**config.mk**
```make
export PLATFORM = sky130hd
export DESIGN_NAME = msi_frame_rx
export DESIGN_NICKNAME = d
export VERILOG_FILES = /design/src/rtl/msi_rx_pkg.sv /design/src/rtl/msi_addr_decode.sv /design/src/rtl/msi_event_extract.sv /design/src/rtl/msi_line_map.sv /design/src/rtl/msi_frame_rx.sv
export SDC_FILE = /design/constraint.sdc
export NUM_CORES = 1
export LEC_CHECK = 0
export BUFFER_PORTS_ARGS = -buffer_cell sky130_fd_sc_hd__buf_2
export CORE_AREA = 5 5 86 88
export DETAILED_ROUTE_END_ITERATION = 10
export DIE_AREA = 0 0 91 93
export MAX_ROUTING_LAYER = met4
export PLACE_DENSITY = 0.77
export REMOVE_ABC_BUFFERS = 1
export SETUP_SLACK_MARGIN = 0.3
export SLEW_MARGIN = 25
export SYNTH_ARGS = -nofsm -noshare
export SYNTH_HDL_FRONTEND = slang
export SYNTH_SLANG_ARGS = --single-unit
```
**constraint.sdc**
```tcl
create_clock -name clk -period 1.8 [get_ports clk]
set_input_delay 0.09 -clock clk [delete_from_list [all_inputs] [get_ports clk]]
set_output_delay 0.09 -clock clk [all_outputs]
set_load 0.02 [all_outputs]
```
**src/rtl/msi_rx_pkg.sv**
```systemverilog
package msi_rx_pkg;
  // Reason a write did not produce an event.
  typedef enum logic [1:0] {
    REJ_NONE   = 2'd0,
    REJ_WINDOW = 2'd1,
    REJ_OFFSET = 2'd2,
    REJ_EVENT  = 2'd3
  } rej_e;

  localparam int LINE_IDX_W = 16;

  function automatic rej_e classify(input logic in_win, input logic at_set, input logic ev_ok);
    if (!in_win)      return REJ_WINDOW;
    else if (!at_set) return REJ_OFFSET;
    else if (!ev_ok)  return REJ_EVENT;
    else              return REJ_NONE;
  endfunction
endpackage

```
**src/rtl/msi_addr_decode.sv**
```systemverilog
module msi_addr_decode #(
  parameter int                ADDR_W     = 32,
  parameter logic [ADDR_W-1:0] BASE_ADDR  = 32'h0030_0000,
  parameter int                NUM_FRAMES = 4,
  parameter int                WIN_SHIFT  = 14,
  parameter int                SET_OFFSET = 'h40,
  localparam int               FRAME_W    = (NUM_FRAMES > 1) ? $clog2(NUM_FRAMES) : 1
) (
  input  logic [ADDR_W-1:0]  addr,
  output logic               in_win,
  output logic               at_set,
  output logic [FRAME_W-1:0] frame_idx
);
  localparam logic [ADDR_W-1:0]    NF_A   = ADDR_W'(NUM_FRAMES);
  localparam logic [WIN_SHIFT-1:0] OFS_W  = WIN_SHIFT'(SET_OFFSET);

  logic [ADDR_W-1:0] rel;

  always_comb begin
    rel       = addr - BASE_ADDR;
    in_win    = (addr >= BASE_ADDR) && ((rel >> WIN_SHIFT) < NF_A);
    at_set    = (rel[WIN_SHIFT-1:0] == OFS_W);
    frame_idx = rel[WIN_SHIFT +: FRAME_W];
  end
endmodule

```
**src/rtl/msi_event_extract.sv**
```systemverilog
module msi_event_extract #(
  parameter int  FIELD_W  = 20,
  parameter int  EV_SHIFT = 3
) (
  input  logic [FIELD_W-1:0]  field,
  output logic                ev_ok,
  output logic [EV_SHIFT-1:0] ev_num
);
  always_comb begin
    ev_ok  = ((field >> EV_SHIFT) == '0);
    ev_num = field[EV_SHIFT-1:0];
  end
endmodule

```
**src/rtl/msi_line_map.sv**
```systemverilog
module msi_line_map #(
  parameter int                          NUM_FRAMES = 4,
  parameter int                          EV_SHIFT   = 3,
  parameter int                          OUT_W      = 160,
  parameter logic [NUM_FRAMES*16-1:0]    LINE_BASE  = {16'd152, 16'd144, 16'd136, 16'd128},
  localparam int                         FRAME_W    = (NUM_FRAMES > 1) ? $clog2(NUM_FRAMES) : 1,
  localparam int                         EVENTS     = 1 << EV_SHIFT
) (
  input  logic                fire,
  input  logic [FRAME_W-1:0]  frame_idx,
  input  logic [EV_SHIFT-1:0] ev_num,
  output logic [OUT_W-1:0]    line_vec
);
  logic [EVENTS-1:0] ev_dec;
  logic [OUT_W-1:0]  part [NUM_FRAMES];

  always_comb begin
    ev_dec = '0;
    ev_dec[ev_num] = 1'b1;
  end

  for (genvar f = 0; f < NUM_FRAMES; f++) begin : g_frame
    localparam int FBASE = int'(LINE_BASE[f*16 +: 16]);
    logic sel;
    assign sel     = fire && (frame_idx == FRAME_W'(f));
    assign part[f] = sel ? (OUT_W'(ev_dec) << FBASE) : '0;
  end

  always_comb begin
    line_vec = '0;
    for (int f = 0; f < NUM_FRAMES; f++) line_vec = line_vec | part[f];
  end
endmodule

```
**src/rtl/msi_frame_rx.sv**
```systemverilog
module msi_frame_rx #(
  parameter int                       ADDR_W     = 32,
  parameter int                       DATA_W     = 32,
  parameter logic [ADDR_W-1:0]        BASE_ADDR  = 32'h0030_0000,
  parameter int                       NUM_FRAMES = 4,
  parameter int                       WIN_SHIFT  = 14,
  parameter int                       SET_OFFSET = 'h40,
  parameter int                       EV_LSB     = 12,
  parameter int                       EV_SHIFT   = 3,
  parameter int                       OUT_W      = 160,
  parameter logic [NUM_FRAMES*16-1:0] LINE_BASE  = {16'd152, 16'd144, 16'd136, 16'd128}
) (
  input  logic              clk,
  input  logic              rst,
  input  logic              wr_valid,
  output logic              wr_ready,
  input  logic [ADDR_W-1:0] wr_addr,
  input  logic [DATA_W-1:0] wr_data,
  input  logic              err_clr,
  output logic [OUT_W-1:0]  irq_out,
  output logic              err_flag
);
  import msi_rx_pkg::*;

  localparam int FRAME_W = (NUM_FRAMES > 1) ? $clog2(NUM_FRAMES) : 1;
  localparam int FIELD_W = DATA_W - EV_LSB;

  logic                in_win, at_set, ev_ok, fire, reject;
  logic [FRAME_W-1:0]  frame_idx;
  logic [EV_SHIFT-1:0] ev_num;
  logic [OUT_W-1:0]    line_vec;
  logic [OUT_W-1:0]    irq_q;
  logic                err_q;
  rej_e                why;
  logic                unused_low;

  assign unused_low = ^wr_data[EV_LSB-1:0];
  assign wr_ready   = 1'b1;

  msi_addr_decode #(
    .ADDR_W(ADDR_W), .BASE_ADDR(BASE_ADDR), .NUM_FRAMES(NUM_FRAMES),
    .WIN_SHIFT(WIN_SHIFT), .SET_OFFSET(SET_OFFSET)
  ) u_dec (
    .addr(wr_addr), .in_win(in_win), .at_set(at_set), .frame_idx(frame_idx)
  );

  msi_event_extract #(.FIELD_W(FIELD_W), .EV_SHIFT(EV_SHIFT)) u_ev (
    .field(wr_data[DATA_W-1:EV_LSB]), .ev_ok(ev_ok), .ev_num(ev_num)
  );

  always_comb begin
    why    = classify(in_win, at_set, ev_ok);
    fire   = wr_valid && (why == REJ_NONE);
    reject = wr_valid && (why != REJ_NONE);
  end

  msi_line_map #(
    .NUM_FRAMES(NUM_FRAMES), .EV_SHIFT(EV_SHIFT), .OUT_W(OUT_W), .LINE_BASE(LINE_BASE)
  ) u_map (
    .fire(fire), .frame_idx(frame_idx), .ev_num(ev_num), .line_vec(line_vec)
  );

  always_ff @(posedge clk) begin
    if (rst) begin
      irq_q <= '0;
      err_q <= 1'b0;
    end else begin
      irq_q <= line_vec;
      if (reject)       err_q <= 1'b1;
      else if (err_clr) err_q <= 1'b0;
    end
  end

  assign irq_out  = irq_q;
  assign err_flag = err_q;
endmodule

```
==> metrics.cfg <==
[power]
total_power_uw=1611
p_per_area_mw_per_mm2=707.6
p_leak_uw=0.001290
internal-power_uw=1057
switching_power_uw=553.9
p_comb_frac=0.222
power_frac_seq=0.454
switching_share=0.3438
vdd_drop_max_v=0.0004721
clkPwrFrac=0.323

[layout]
multi_input_area_um2=985.9
n_antenna_cell=0
final_nets=394
fillers=644
regArea_um2=660.6
drive_above_1_share=0.3547
area_growth_pct=6.308

[synthesis]
yosysMostFrequentCell=buf_4
synthTopCellsByArea=buf_4 (45%), dfxtp_1 (31%), nor2_1 (5.8%)
ys_seq_elements=33
synth_area_mm2=0.002142
ys_types=21
ys.flop_type=dfxtp_1
ys_seq_area_frac=0.3084
synth_top_cell_area_share=0.4521
yosys_warnings=0
syn_avg_cell_area_um2=9.193
synth-edff-count=0
yosys-top-cells-count=buf_4 (129), dfxtp_1 (33), nor2_1 (33)
synth_top_cell_by_area=buf_4
synthArstFlopShare=0
synthCells=233

[flow_run]
maxCapViolCount=0

[grt]
antenna_found_initial=0
grt_max_degree=12
grtUsageTotal=0.09911
grt_pass1_vias=1509
grt_first_pass_wirelength_um=6782
grt.overflow.total=0

[sta]
setup_viol=0
finalCritPeriodShare=0.5365
slew_violations=0
setup_tns_ns=0
fin_worst_skew_ns=0
fmaxAchievable_mhz=1035
fin_ws_ns=0.8343
hold_viol=0
tightest_slew_ns=0.5136
rsz0062_at_grt=no
slew_headroom=0.6545
fin_crit_ns=0.9657

[clock_tree]
clk_pin_slew_ns=0.06
clk-insertion-delay-late_ns=0.28
cts_setup_buffers=0
clock-root-buffer=clkbuf_8
cts_tree=built
cts_buffers=5
clock_sinks=33
clockBufferDepth=2
holdBufCountCts=0
cts_resized=0
cts_htree_levels=2

[die]
die_h_um=93
core_area_mm2=0.006569
die-area_mm2=0.008463
start_util=0.3261
fp.dieW_um=91
io_pins=230
rows=30

[placement]
dpl.hpwl_um=3961
dp_slack_ns=0.5121
place.gp.congestion=0.8850
io_buffers=88

[detailed_routing]
first_pass_iters=4
viasPerCell=3.516
drtIter0Drc=50
drc_errors=0
dr_total_vias=1431
wl_per_cell_um=11.23
routed_wl_um=4572
postRouteAntennaNets=0

[critical_path]
worst_setup_path_start_kind=input port
path_delay_family=simple AND/OR/NAND/NOR gates
cp-end-kind=flip-flop
crit_chain=buf_2 > nor4_1 > and4_4 > nand4_4 > nor2_1
cp_num_buf_inv=1
path_class=in -> reg
critPathArrivalTime_ns=1.18
critPathMaxStageDelay_ns=0.36
critPathMaxFanout=8
cp_slowest_cell=and4_4
required_ns=2.01

[run_status]
status=completed

[worst_hold_path]
min_path_type=in -> reg

==> registers in the layout (all words and copies together), names as in the netlist <==
name      count
irq_out      32
err_flag      1
==> kinds of logic (layout without fill, tap and decap cells) <==
group,count (synthesis),in the layout,synth area share
flops,33,33,0.3084
compound gates,2,2,0.007596
other cells,2,129,0.003506
buf+inv,130,97,0.4539
simple gates,66,66,0.2266
==> worst paths after layout <==
kind	start	to	slack (ns)	depth (start not counted)
worst max register to register	err_flag	err_flag	1.11	2
worst min-delay path	err_clr	err_flag	0.14	3
worst min register to register	err_flag	err_flag	0.60	2
worst max-delay path	wr_addr[10]	irq_out[137]	0.83	5
==> metal layers <==
layer,global-route usage,routed length [µm]
met1,0.1101,1660
met2,0.1725,2386
met3,0.02896,465
met4,0.02934,59
met5,-,0
==> cell usage in the layout (no fill, tap or decap) <==
cell / n
inv_1: 1
nor3_1: 2
nand2_1: 2
clkinv_2: 2
dfxtp_1: 33
nor2_1: 33
and4bb_2: 1
a31oi_1: 1
nand3b_1: 3
nor4_1: 4
o21ba_1: 1
nand3_1: 1
clkinvlp_4: 1
buf_2: 88
or3_2: 1
nor4b_4: 1
and4_4: 3
nand4_4: 4
nor4_2: 6
conb_1: 129
or3b_2: 2
nor4b_2: 2
nor2b_1: 1
clkbuf_8: 5
==> worst reg2reg max path, cell delays in order (launching register included) <==
cell and delay [ns]:
dfxtp_1 0.30, nor2b_1 0.12, o21ba_1 0.17
==> stage by stage <==
stage	hold slack, ns	cells	utilization	area [µm²]
2_1_floorplan	0.2565	231	-	1650
3_3_place_gp	0.4265	399	0.3335	2191
3_5_place_dp	0.4338	399	0.3335	2191
4_1_cts	0.1328	407	0.3467	2277
5_1_grt	0.1491	407	0.3467	2277
6_report	0.1366	407	0.3467	2277
==> power groups by stage <==
stage,Combinational (µW),Sequential (µW),Clock (µW)
after floorplan,261,750,0
after global placement,341,748,0
after detailed placement,344,748,0
after CTS,345,732,538
after global routing,384,732,569
final,358,732,521
==> area by class of cell <==
type | count | area share
multi-input combinational | 197 | 0.4330
sequential | 33 | 0.2901
timing repair buffer | 88 | 0.1934
tap | 80 | 0.04396
clock buffer | 5 | 0.03022
clock inverter | 3 | 0.007692
inverter | 1 | 0.001648
Note: power is estimated with default switching activity, not from simulation.
